`config.mk`:
```
export PLATFORM = sky130hd
export DESIGN_NAME = dmd_xfer_engine
export DESIGN_NICKNAME = d
export VERILOG_FILES = /design/src/rtl/dmd_pkg.sv /design/src/rtl/dmd_beat_track.sv /design/src/rtl/dmd_term_ctrl.sv /design/src/rtl/dmd_xfer_engine.sv
export SDC_FILE = /design/constraint.sdc
export NUM_CORES = 1
export LEC_CHECK = 0
export BUFFER_PORTS_ARGS = -buffer_cell sky130_fd_sc_hd__buf_2
export CAP_MARGIN = 20
export CORE_ASPECT_RATIO = 0.6
export CORE_UTILIZATION = 53
export CTS_BUF_LIST = sky130_fd_sc_hd__clkbuf_8
export DETAILED_ROUTE_END_ITERATION = 8
export MAX_ROUTING_LAYER = met4
export PLACE_DENSITY = 0.82
export SYNTH_ARGS = -nofsm -noshare
export SYNTH_HDL_FRONTEND = slang
export SYNTH_SLANG_ARGS = --single-unit
```
`constraint.sdc`:
```
create_clock -name clk -period 2.5 [get_ports clk]
set_clock_uncertainty 0.05 [all_clocks]
set_input_delay 0.125 -clock clk [delete_from_list [all_inputs] [get_ports clk]]
set_output_delay 0.125 -clock clk [all_outputs]
set_load 0.01 [all_outputs]
```
`src/rtl/dmd_pkg.sv`:
```
package dmd_pkg;

  typedef enum logic [1:0] {
    BW8  = 2'd0,
    BW16 = 2'd1,
    BW32 = 2'd2
  } bus_w_e;

  // Bytes moved by one beat for a given width code (code 3 behaves as 32-bit).
  function automatic logic [2:0] beat_bytes(input logic [1:0] w);
    case (w)
      BW8:     return 3'd1;
      BW16:    return 3'd2;
      default: return 3'd4;
    endcase
  endfunction

  // True when a byte offset sits on an edge of a power-of-two span.
  function automatic logic on_bnd(input logic [7:0] off, input logic [7:0] span);
    return (off & (span - 8'd1)) == 8'd0;
  endfunction

endpackage

```
`src/rtl/dmd_beat_track.sv`:
```
module dmd_beat_track #(
  parameter int REM_W = 18,
  parameter int OFF_W = 4
) (
  input  logic             clk,
  input  logic             rst_n,
  input  logic             load,
  input  logic [REM_W-1:0] load_bytes,
  input  logic             step,
  input  logic [2:0]       step_bytes,
  output logic [REM_W-1:0] remain,
  output logic [OFF_W-1:0] off
);

  always_ff @(posedge clk or negedge rst_n) begin
    if (!rst_n) begin
      remain <= '0;
      off    <= '0;
    end else if (load) begin
      remain <= load_bytes;
      off    <= '0;
    end else if (step) begin
      remain <= remain - REM_W'(step_bytes);
      off    <= off + OFF_W'(step_bytes);
    end
  end

endmodule

```
`src/rtl/dmd_term_ctrl.sv`:
```
module dmd_term_ctrl
  import dmd_pkg::*;
#(
  parameter int REM_W       = 18,
  parameter int OFF_W       = 4,
  parameter int BURST_BYTES = 16
) (
  input  logic             run,
  input  logic             demand,
  input  logic             eot_en,
  input  logic             fast,
  input  logic             burst,
  input  logic             dreq,
  input  logic             eot,
  input  logic             pend,
  input  logic [REM_W-1:0] remain,
  input  logic [OFF_W-1:0] off,
  input  logic [2:0]       bsz,
  output logic             beat,
  output logic             beat_last,
  output logic             cut,
  output logic             eot_seen
);

  localparam logic [7:0] BURST_SPAN = 8'(BURST_BYTES);
  localparam logic [7:0] WORD_SPAN  = 8'd4;

  logic [7:0] span;
  logic       stop_req;
  logic       fast_cut;
  logic       slow_cut;
  logic       at_end;

  always_comb begin
    span      = burst ? BURST_SPAN : WORD_SPAN;
    eot_seen  = eot_en && eot;
    stop_req  = pend || eot_seen;
    fast_cut  = fast && (eot_seen || (demand && !dreq));
    slow_cut  = !fast && stop_req && on_bnd(8'(off), span);
    cut       = run && (fast_cut || slow_cut);
    beat      = run && !(fast_cut || slow_cut) && (!demand || dreq);
    at_end    = remain == REM_W'(bsz);
    beat_last = beat && (at_end ||
                (!fast && stop_req && on_bnd(8'(off) + 8'(bsz), span)));
  end

endmodule

```
`src/rtl/dmd_xfer_engine.sv`:
```
module dmd_xfer_engine
  import dmd_pkg::*;
#(
  parameter int CNT_W       = 16,
  parameter int BURST_BYTES = 16
) (
  input  logic             clk,
  input  logic             rst_n,
  input  logic             cfg_demand,
  input  logic             cfg_eot_en,
  input  logic             cfg_fast,
  input  logic             cfg_burst,
  input  logic [1:0]       cfg_width,
  input  logic [CNT_W-1:0] count_in,
  input  logic             start,
  input  logic             dreq,
  input  logic             eot,
  output logic             beat,
  output logic             beat_last,
  output logic             dack,
  output logic             burst_act,
  output logic             busy,
  output logic             done,
  output logic [CNT_W+1:0] remain
);

  localparam int REM_W = CNT_W + 2;
  localparam int OFF_W = $clog2(BURST_BYTES);

  logic             run_q;
  logic             pend_q;
  logic             done_q;
  logic [2:0]       bsz;
  logic             start_ok;
  logic             term_cut;
  logic             eot_seen;
  logic             finish;
  logic [OFF_W-1:0] off;

  assign bsz      = beat_bytes(cfg_width);
  assign start_ok = start && !run_q;
  assign finish   = term_cut || beat_last;

  dmd_beat_track #(.REM_W(REM_W), .OFF_W(OFF_W)) u_track (
    .clk       (clk),
    .rst_n     (rst_n),
    .load      (start_ok),
    .load_bytes({count_in, 2'b00}),
    .step      (beat),
    .step_bytes(bsz),
    .remain    (remain),
    .off       (off)
  );

  dmd_term_ctrl #(.REM_W(REM_W), .OFF_W(OFF_W), .BURST_BYTES(BURST_BYTES)) u_term (
    .run      (run_q),
    .demand   (cfg_demand),
    .eot_en   (cfg_eot_en),
    .fast     (cfg_fast),
    .burst    (cfg_burst),
    .dreq     (dreq),
    .eot      (eot),
    .pend     (pend_q),
    .remain   (remain),
    .off      (off),
    .bsz      (bsz),
    .beat     (beat),
    .beat_last(beat_last),
    .cut      (term_cut),
    .eot_seen (eot_seen)
  );

  always_ff @(posedge clk or negedge rst_n) begin
    if (!rst_n) begin
      run_q  <= 1'b0;
      pend_q <= 1'b0;
      done_q <= 1'b0;
    end else begin
      done_q <= (start_ok && count_in == '0) || finish;
      if (start_ok) begin
        run_q  <= count_in != '0;
        pend_q <= 1'b0;
      end else if (finish) begin
        run_q  <= 1'b0;
        pend_q <= 1'b0;
      end else if (run_q && !cfg_fast && eot_seen) begin
        pend_q <= 1'b1;
      end
    end
  end

  assign busy      = run_q;
  assign done      = done_q;
  assign dack      = beat && cfg_demand;
  assign burst_act = run_q && cfg_burst && !cfg_fast;

endmodule

```
==> results of run 1 <==
-- worst min-delay path by stage --
stage / from / end / depth (start not counted)
floorplan: rst_n / busy$_DFFE_PN0P_ / 0
global placement: rst_n / pend_q$_DFFE_PN0P_ / 1
detailed placement: rst_n / pend_q$_DFFE_PN0P_ / 1
CTS: count_in[3] / u_track.remain[5]$_DFFE_PN0P_ / 3
global route: count_in[3] / u_track.remain[5]$_DFFE_PN0P_ / 3
finish: count_in[3] / u_track.remain[5]$_DFFE_PN0P_ / 3
-- cells by family (layout without fill, tap and decap cells) --
family | Yosys count | in the layout | share of synthesized area [%]
AO/OA/AOI/OAI | 56 | 56 | 24.98
XOR/XNOR | 2 | 2 | 1.029
flip-flops | 25 | 25 | 36.74
AND/OR/NAND/NOR | 84 | 84 | 26.53
buffers and inverters | 18 | 83 | 3.967
adder cells (fa/ha/maj) | 8 | 8 | 6.760
-- metal layers --
layer / track usage (%) / vias up / routed length (um)
li1: - / 874 / -
met1: 50.48 / 844 / 2469
met2: 38.92 / 90 / 1838
met3: 5.310 / 6 / 365
met4: 2.963 / 0 / 25
met5: - / - / 0
-- through the flow --
stage | cells | power (mW) | setup TNS (ns) | util, % | cell area [um^2]
finish | 300 | 2.320 | 0 | 73.46 | 2178
CTS | 299 | 2.284 | 0 | 73.12 | 2168
global placement | 292 | 2.002 | 0 | 70.17 | 2081
detailed placement | 292 | 2.018 | -0.02182 | 70.17 | 2081
global route | 300 | 2.516 | -0.1331 | 73.46 | 2178
floorplan | 193 | 1.509 | 0 | - | 1703
-- cells in the mapped netlist (all sizes together), types with 2 or more instances --
| cell type | count | area share [%] |
|---|---|---|
| dfrtp | 25 | 37 |
| o211ai | 6 | 2.6 |
| clkbuf | 6 | 1.3 |
| a221o | 2 | 1.2 |
| fa | 2 | 2.4 |
| nor2 | 11 | 2.4 |
| a21oi | 8 | 2.4 |
| o311ai | 4 | 2.1 |
| o2bb2a | 2 | 1.2 |
| or4 | 3 | 1.4 |
| o31ai | 2 | 0.88 |
| o21ai | 9 | 2.9 |
| ha | 6 | 4.4 |
| or4b | 2 | 1.2 |
| nor2b | 3 | 1.1 |
| inv | 12 | 2.6 |
| nor3 | 6 | 1.8 |
| and2 | 2 | 0.73 |
| a31oi | 5 | 1.8 |
| nor4 | 8 | 2.9 |
| o22ai | 3 | 1.1 |
| nand2b | 2 | 0.73 |
| nand2 | 24 | 5.3 |
| a21o | 5 | 2.2 |
| nand3 | 7 | 2.1 |
| or3 | 10 | 4.0 |
| o221a | 2 | 1.3 |
-- power by group through the flow --
| stage | clock network, mW | registers, mW | logic [mW] |
|---|---|---|---|
| 2_1_floorplan | 0 | 0.823 | 0.686 |
| 3_3_place_gp | 0 | 0.768 | 1.23 |
| 3_5_place_dp | 0 | 0.774 | 1.24 |
| 4_1_cts | 0.233 | 0.766 | 1.28 |
| 5_1_grt | 0.258 | 0.801 | 1.46 |
| 6_report | 0.229 | 0.776 | 1.32 |
-- final cells by class --
type	count	area [um^2]
Clock buffer	3	41.29
Clock inverter	1	3.754
Fill cell	246	787.0
Inverter	12	45.04
Multi-Input combinational cell	150	1030
Sequential cell	25	625.6
Tap cell	42	52.55
Timing Repair Buffer	67	380.4
-- sequential cells by signal, indices dropped and copies added (netlist names) --
signal / cells
done: 1
u_track.remain: 18
u_track.off: 4
busy: 1
pend_q: 1
-- worst max-delay path: stages, from the launching register on --
cell,delay (ns)
dfrtp_1,0.36
ha_2,0.19
inv_2,0.04
fa_2,0.34
or4b_4,0.52
o211ai_1,0.18
o211ai_1,0.12
o31ai_2,0.10
buf_2,0.19
-- repair_timing --
item | in CTS | in global routing
endpoints found under the hold margin | 25 | 0
setup buffers | 2 | 1
pin swaps | 2 | 2
hold buffers | 1 | 0
gates resized for setup | 6 | 1
endpoints found under the setup margin | 1 | 1
==> results.json, run 1 <==
{
  "sw_frac_of_total_pct": 45.57,
  "initial_core_util_pct": 57.43,
  "power.share.combinational_pct": 56.7,
  "ioPinCount": 51,
  "power.switching_mw": 1.057,
  "synth_fp_nets": 228,
  "setup_viol": 0,
  "tightest_slew_ns": 0.8303,
  "vias": 1814,
  "synth.distinct_cells": 48,
  "drive_above_1_share_pct": 32.17,
  "grt_max_degree": 26,
  "vias_per_cell": 6.047,
  "place_congestion": 0.8683,
  "core.rowCount": 15,
  "finalWorstSetupSlack_ns": 0.02912,
  "core_region_area_mm2": 0.002965,
  "dp_hpwl_mm": 3.529,
  "grt_overflow": 0,
  "reg2regPathDepth": 5,
  "h-tree-depth": 1,
  "crit_arrival_ns": 2.30,
  "seqPwrFrac_pct": 33.4,
  "relSlewSlack_pct": 44.51,
  "drtIter0Drc": 167,
  "fin_crit_ns": 2.471,
  "netlist_area_mm2": 0.001703,
  "async_flop_share_pct": 100.0,
  "max_freq_ghz": 0.4047,
  "finalCritPeriodShare_pct": 98.84,
  "hold_viol": 0,
  "clockBufferDepth": 2,
  "drc": 0,
  "cts.sink_count": 25,
  "antenna_found_initial": 0,
  "p_clk_share_pct": 9.9,
  "netlist_instances": 193,
  "ant_nets": 0,
  "timing.rr.start": "u_track.remain[6]$_DFFE_PN0P_",
  "synthFlopType": "dfrtp_1",
  "peakVddDrop_v": 0.0006269,
  "clk_latency_ns": 0.26,
  "start_kind": "flop",
  "ys_ff_latch": 25,
  "die_h_um": 45.91,
  "numCtsBuffers": 3,
  "outcome": "finished clean",
  "clockRootBuffer": "clkbuf_8",
  "wire_per_inst_um": 15.66,
  "post-place-ws_ns": -0.02182,
  "hold_ws_ns": 0.02741,
  "hp-class": "in -> reg",
  "io_buffers": 50,
  "crit_type": "reg -> out",
  "crit-reg2reg-capture": "u_track.remain[10]$_DFFE_PN0P_",
  "startpoint": "u_track.off[0]$_DFFE_PN0P_",
  "worstPathRequired_ns": 2.33,
  "final_cell_mix": "50 x buf_2, 25 x dfrtp_1, 24 x nand2_1",
  "cp-end-kind": "primary output",
  "drt_first_pass_iters": 4,
  "grt_pass1_wl_mm": 7.527,
  "endpoint": "beat_last",
  "p_leak_nw": 0.9955,
  "rsz0062_at_grt": "true",
  "yosysSeqAreaShare_pct": 36.74,
  "power_density_mw_per_mm2": 1065,
  "syn_avg_cell_area_um2": 8.823,
  "crit_fanout": 2,
  "grt_use_total_pct": 30.71,
  "layout_commonest_cell": "buf_2",
  "n_antenna_cell": 0,
  "nets": 294,
  "die_area_mm2": 0.003451,
  "die_w_um": 75.18,
  "clk_pin_slew_ns": 0.08,
  "areaGrowthSynthToFinish_pct": 27.92,
  "drv_slew": 0,
  "synth-edff-count": 0,
  "intPower_mw": 1.263,
  "tritoncts": "yes",
  "ys_warn_count": 0,
  "r2r_slack_ns": 0.12,
  "max_cap_violations": 0,
  "wl_mm": 4.699,
  "grt_pass1_vias": 1495
}
Note: power is estimated with default switching activity, not from simulation.
==> inputs of run 2 (changes only) <==
--- a/config.mk
+++ b/config.mk
@@ -8,11 +8,11 @@
 export BUFFER_PORTS_ARGS = -buffer_cell sky130_fd_sc_hd__buf_2
 export CAP_MARGIN = 20
 export CORE_ASPECT_RATIO = 0.6
-export CORE_UTILIZATION = 53
+export CORE_UTILIZATION = 40
 export CTS_BUF_LIST = sky130_fd_sc_hd__clkbuf_8
 export DETAILED_ROUTE_END_ITERATION = 8
 export MAX_ROUTING_LAYER = met4
-export PLACE_DENSITY = 0.82
+export REMOVE_ABC_BUFFERS = 1
 export SYNTH_ARGS = -nofsm -noshare
 export SYNTH_HDL_FRONTEND = slang
 export SYNTH_SLANG_ARGS = --single-unit
==> results.json, run 2 (synthesis gave the netlist of run 1 again) <==
{
  "clk_latency_ns": 0.27,
  "grt_overflow": 0,
  "top_register": "u_track.remain",
  "crit_type": "reg -> out",
  "grt_max_degree": 26,
  "areaGrowthSynthToFinish_pct": 30.20,
  "worstPathRequired_ns": 2.33,
  "vias_per_cell": 5.830,
  "rsz0062_at_grt": "true",
  "cp-end-kind": "primary output",
  "p_leak_nw": 1.006,
  "clockBufferDepth": 2,
  "post_dp_cell_area_mm2": 0.002100,
  "crit_arrival_ns": 2.29,
  "power_density_mw_per_mm2": 1079,
  "dp_hpwl_mm": 4.092,
  "clockRootBuffer": "clkbuf_8",
  "ant_nets": 0,
  "clk_pin_slew_ns": 0.09,
  "initial_core_util_pct": 43.99,
  "grt_pass1_wl_mm": 8.397,
  "io_buffers": 50,
  "die_w_um": 86.24,
  "drc": 0,
  "wl_met1_mm": 2.788,
  "cp_slowest_cell": "or4b_4",
  "critPathMaxStageDelay_ns": 0.51,
  "crit_buf_inv": 2,
  "largest_reg_flops": 18,
  "ioPinCount": 51,
  "drt_first_pass_iters": 5,
  "final_cell_mix": "50 x buf_2, 25 x dfrtp_1, 24 x nand2_1",
  "fin_crit_ns": 2.465,
  "hp-class": "in -> reg",
  "max_freq_ghz": 0.4057,
  "grt_pass1_vias": 1684,
  "stdcell_area_mm2": 0.002217,
  "die_h_um": 52.54,
  "start_kind": "flop",
  "crit_top_cell": "o211ai_1",
  "wl_mm": 5.325,
  "drv_slew": 0,
  "finalCritPeriodShare_pct": 98.58,
  "crit_chain": "ha_2 > inv_2 > fa_2 > or4b_4 > o211ai_1 > o211ai_1 > o31ai_2 > buf_2",
  "max_cap_violations": 0,
  "tightest_slew_ns": 0.7598,
  "numCtsBuffers": 3,
  "drive_above_1_share_pct": 32.69,
  "setup_viol": 0,
  "crit_fanout": 2,
  "layout_commonest_cell": "buf_2",
  "hold_viol": 0,
  "top_layer": "met4",
  "drtIter0Drc": 91,
  "largestRegisters": "u_track.remain (18), u_track.off (4)",
  "dr_wl_met3_um": 340,
  "grt_use_total_pct": 25.60,
  "cts.sink_count": 25,
  "fin_tns_setup_ns": 0,
  "core.rowCount": 17,
  "met2_length_mm": 2.170,
  "vias": 1848,
  "core_region_area_mm2": 0.003871,
  "tritoncts": "yes",
  "relSlewSlack_pct": 49.23,
  "nets": 296,
  "outcome": "finished clean",
  "place_congestion": 0.9702,
  "crit_family": "adder cells",
  "die_area_mm2": 0.004531,
  "peakVddDrop_v": 0.0004760,
  "antenna_found_initial": 0,
  "n_antenna_cell": 0,
  "h-tree-depth": 1,
  "wire_per_inst_um": 16.80
}
-- run 2: changes by cell type in the layout (fill, tap and decap cells not counted), sizes merged --
cell  before  now
buf       66   68
-- run 2: area by class of cell --
cell class	instances	area, um^2
fill	358	1654
multi-input combinational	150	1031
sequential	25	625.6
timing repair buffer	69	399.1
tap	57	71.32
inverter	12	45.04
clock buffer	3	41.29
clock inverter	1	3.754
-- run 2: path summary, 6_finish.rpt --
| kind | end | start | slack (ns) | cells past startpoint |
|---|---|---|---|---|
| worst max-delay path | beat_last | u_track.off[0]$_DFFE_PN0P_ | 0.04 | 8 |
| max in group asynchronous | u_track.off[0]$_DFFE_PN0P_ | rst_n | 1.66 | 2 |
| min in group asynchronous | pend_q$_DFFE_PN0P_ | rst_n | 0.34 | 2 |
| worst max register to register | u_track.remain[10]$_DFFE_PN0P_ | u_track.remain[6]$_DFFE_PN0P_ | 0.14 | 5 |
| worst min-delay path | u_track.remain[5]$_DFFE_PN0P_ | count_in[3] | 0.03 | 3 |
| worst min register to register | u_track.remain[0]$_DFFE_PN0P_ | u_track.remain[0]$_DFFE_PN0P_ | 0.51 | 2 |
-- run 2: metrics by stage --
stage                     std cells  hold slack (ns)  utilization (%)  setup slack (ns)  power (mW)
after global placement          307           0.1083            54.23           0.04584       2.035
after floorplan                 187          -0.2206                -            0.1334       1.490
after detailed placement        307           0.1135            54.23          -0.01645       2.064
final                           317          0.03332            57.27           0.03542       2.392
after global routing            317          0.03525            57.27          -0.06586       2.588
after CTS                       314          0.03687            56.40          -0.06278       2.339
-- run 2: where the power goes --
part           total [mW]  leakage, nW  internal [mW]  switching, mW
clock               0.244       0.0269          0.110          0.134
combinational        1.37        0.677          0.594          0.774
sequential          0.779        0.302          0.583          0.196
total                2.39         1.01           1.29           1.10
-- run 2: timing repair --
item	in CTS	in global routing
setup endpoints to repair	1	4
hold buffers	1	0
pin swaps	3	4
endpoints found under the hold margin	25	0
gates resized for setup	5	4
setup buffers	2	3
-- run 2: worst reg2reg max path, cell delays in order (launching register included) --
cell	delay [ns]
dfrtp_1	0.42
or4_1	0.61
or3_4	0.37
or3b_1	0.37
or3_1	0.31
o221a_2	0.13
-- run 2: routing by layer --
metal / up-vias / track usage [%]
li1: 874 / -
met1: 899 / 36.74
met2: 71 / 37.30
met3: 4 / 4.882
met4: 0 / 6.111
met5: - / -
==> inputs of run 3 (changes only) <==
--- a/config.mk
+++ b/config.mk
@@ -12,7 +12,9 @@
 export CTS_BUF_LIST = sky130_fd_sc_hd__clkbuf_8
 export DETAILED_ROUTE_END_ITERATION = 8
 export MAX_ROUTING_LAYER = met4
+export RECOVER_POWER = 100
 export REMOVE_ABC_BUFFERS = 1
+export SETUP_SLACK_MARGIN = 0.4
 export SYNTH_ARGS = -nofsm -noshare
 export SYNTH_HDL_FRONTEND = slang
 export SYNTH_SLANG_ARGS = --single-unit
==> results.json, run 3 (synthesis gave the netlist of run 1 again) <==
{
  "hold_viol": 0,
  "wire_per_inst_um": 17.88,
  "outcome": "finished clean",
  "relSlewSlack_pct": 2.972,
  "clockRootBuffer": "clkbuf_8",
  "io_buffers": 50,
  "vias_per_cell": 5.843,
  "vias": 1969,
  "core_region_area_mm2": 0.003871,
  "grt_use_total_pct": 27.04,
  "drive_above_1_share_pct": 42.86,
  "clockBufferDepth": 2,
  "layout_commonest_cell": "buf_2",
  "start_kind": "flop",
  "drv_slew": 0,
  "ioPinCount": 51,
  "hold_ws_ns": 0.04659,
  "max_cap_violations": 0,
  "grt_overflow": 0,
  "top_register": "u_track.remain",
  "tritoncts": "yes",
  "crit_type": "reg -> out",
  "final_cell_mix": "45 x buf_2, 26 x buf_4, 24 x nand2_1",
  "cts.sink_count": 25,
  "largest_reg_flops": 18,
  "largestRegisters": "u_track.remain (18), u_track.off (4)",
  "peakVddDrop_v": 0.0004909,
  "grt_pass1_vias": 1772,
  "clk_pin_slew_ns": 0.09,
  "reg2regPathDepth": 11,
  "rsz0062_at_grt": "true",
  "hp-class": "in -> reg",
  "n_antenna_cell": 0,
  "die_w_um": 86.24,
  "dp_hpwl_mm": 4.092,
  "setup_viol": 0,
  "initial_core_util_pct": 43.99,
  "p_leak_nw": 1.138,
  "hold-path-cell-count": 3,
  "cp-end-kind": "primary output",
  "drc": 0,
  "grt_max_degree": 26,
  "crit_fanout": 2,
  "antenna_found_initial": 0,
  "drtIter0Drc": 122,
  "fin_crit_ns": 2.469,
  "wl_mm": 6.024,
  "h-tree-depth": 1,
  "worstPathRequired_ns": 2.33,
  "fin_tns_setup_ns": 0,
  "drt_first_pass_iters": 6,
  "die_area_mm2": 0.004531,
  "numCtsBuffers": 3,
  "tightest_slew_ns": 1.455,
  "place_congestion": 0.9702,
  "nets": 316,
  "power_density_mw_per_mm2": 1114,
  "grt_pass1_wl_mm": 8.880,
  "clk_latency_ns": 0.27,
  "core.rowCount": 17,
  "ant_nets": 0,
  "max_freq_ghz": 0.4050,
  "die_h_um": 52.54,
  "crit_arrival_ns": 2.29,
  "areaGrowthSynthToFinish_pct": 49.67,
  "finalCritPeriodShare_pct": 98.76
}
## run 3: cell types whose count changed in the layout (fill, tap and decap cells not counted), moves of 3 or more
cell,previous run,this run
buf_6,1,12
o21ai_0,7,4
o311ai_0,3,0
buf_4,17,26
clkbuf_1,0,5
buf_2,50,45
## run 3: layer usage
| layer | GRT usage [%] | up-vias | wire length [um] |
|---|---|---|---|
| li1 | - | 915 | - |
| met1 | 37.39 | 973 | 2928 |
| met2 | 41.27 | 77 | 2730 |
| met3 | 5.669 | 4 | 325 |
| met4 | 5.556 | 0 | 40 |
| met5 | - | - | 0 |
## run 3: per-stage QoR
step / cells / setup WS (ns) / cell area (um^2) / total power, mW / utilization, %
final: 337 / 0.03097 / 2549 / 2.840 / 65.84
after floorplan: 187 / 0.1334 / 1680 / 1.490 / -
after global routing: 337 / -0.06755 / 2549 / 3.021 / 65.84
after detailed placement: 307 / -0.01645 / 2100 / 2.064 / 54.23
after CTS: 324 / -0.06278 / 2328 / 2.543 / 60.15
after global placement: 307 / 0.04584 / 2100 / 2.035 / 54.23
## run 3: what timing repair did
| item | 4_1_cts | 5_1_grt |
|---|---|---|
| setup buffers | 12 | 13 |
| pin swaps | 11 | 15 |
| setup endpoints to repair | 18 | 19 |
| hold buffers | 1 | 0 |
| cloned | 0 | 0 |
| endpoints found under the hold margin | 25 | 0 |
| gates resized for setup | 26 | 29 |
## run 3: cell type report
class                           instances  area (um^2)
Clock buffer                            3        41.29
Timing Repair Buffer                   89        584.3
Clock inverter                          1        3.754
Sequential cell                        25        628.1
Multi-Input combinational cell        150         1175
Fill cell                             326         1323
Tap cell                               57        71.32
Inverter                               12        45.04
## run 3: worst paths after layout
| kind | start | end | slack (ns) |
|---|---|---|---|
| setup reg to reg | u_track.off[0]$_DFFE_PN0P_ | done$_DFF_PN0_ | 0.17 |
| max in group asynchronous | rst_n | u_track.remain[1]$_DFFE_PN0P_ | 0.77 |
| setup / recovery | u_track.off[0]$_DFFE_PN0P_ | beat_last | 0.03 |
| hold / removal | count_in[3] | u_track.remain[5]$_DFFE_PN0P_ | 0.05 |
| hold reg to reg | u_track.remain[13]$_DFFE_PN0P_ | u_track.remain[13]$_DFFE_PN0P_ | 0.54 |
| min in group asynchronous | rst_n | pend_q$_DFFE_PN0P_ | 0.68 |
## run 3: report_power, final
part	internal, mW	switching [mW]	total, mW
Combinational	0.846	0.958	1.80
Sequential	0.585	0.206	0.791
Clock	0.110	0.136	0.246
Total	1.54	1.30	2.84
## run 3: worst max-delay path, cell delays in order, from the launching register on
cell	delay, ns
dfrtp_1	0.36
ha_2	0.19
inv_2	0.04
fa_2	0.34
or4b_4	0.51
o211ai_1	0.18
o211ai_1	0.12
o31ai_2	0.10
buf_2	0.19
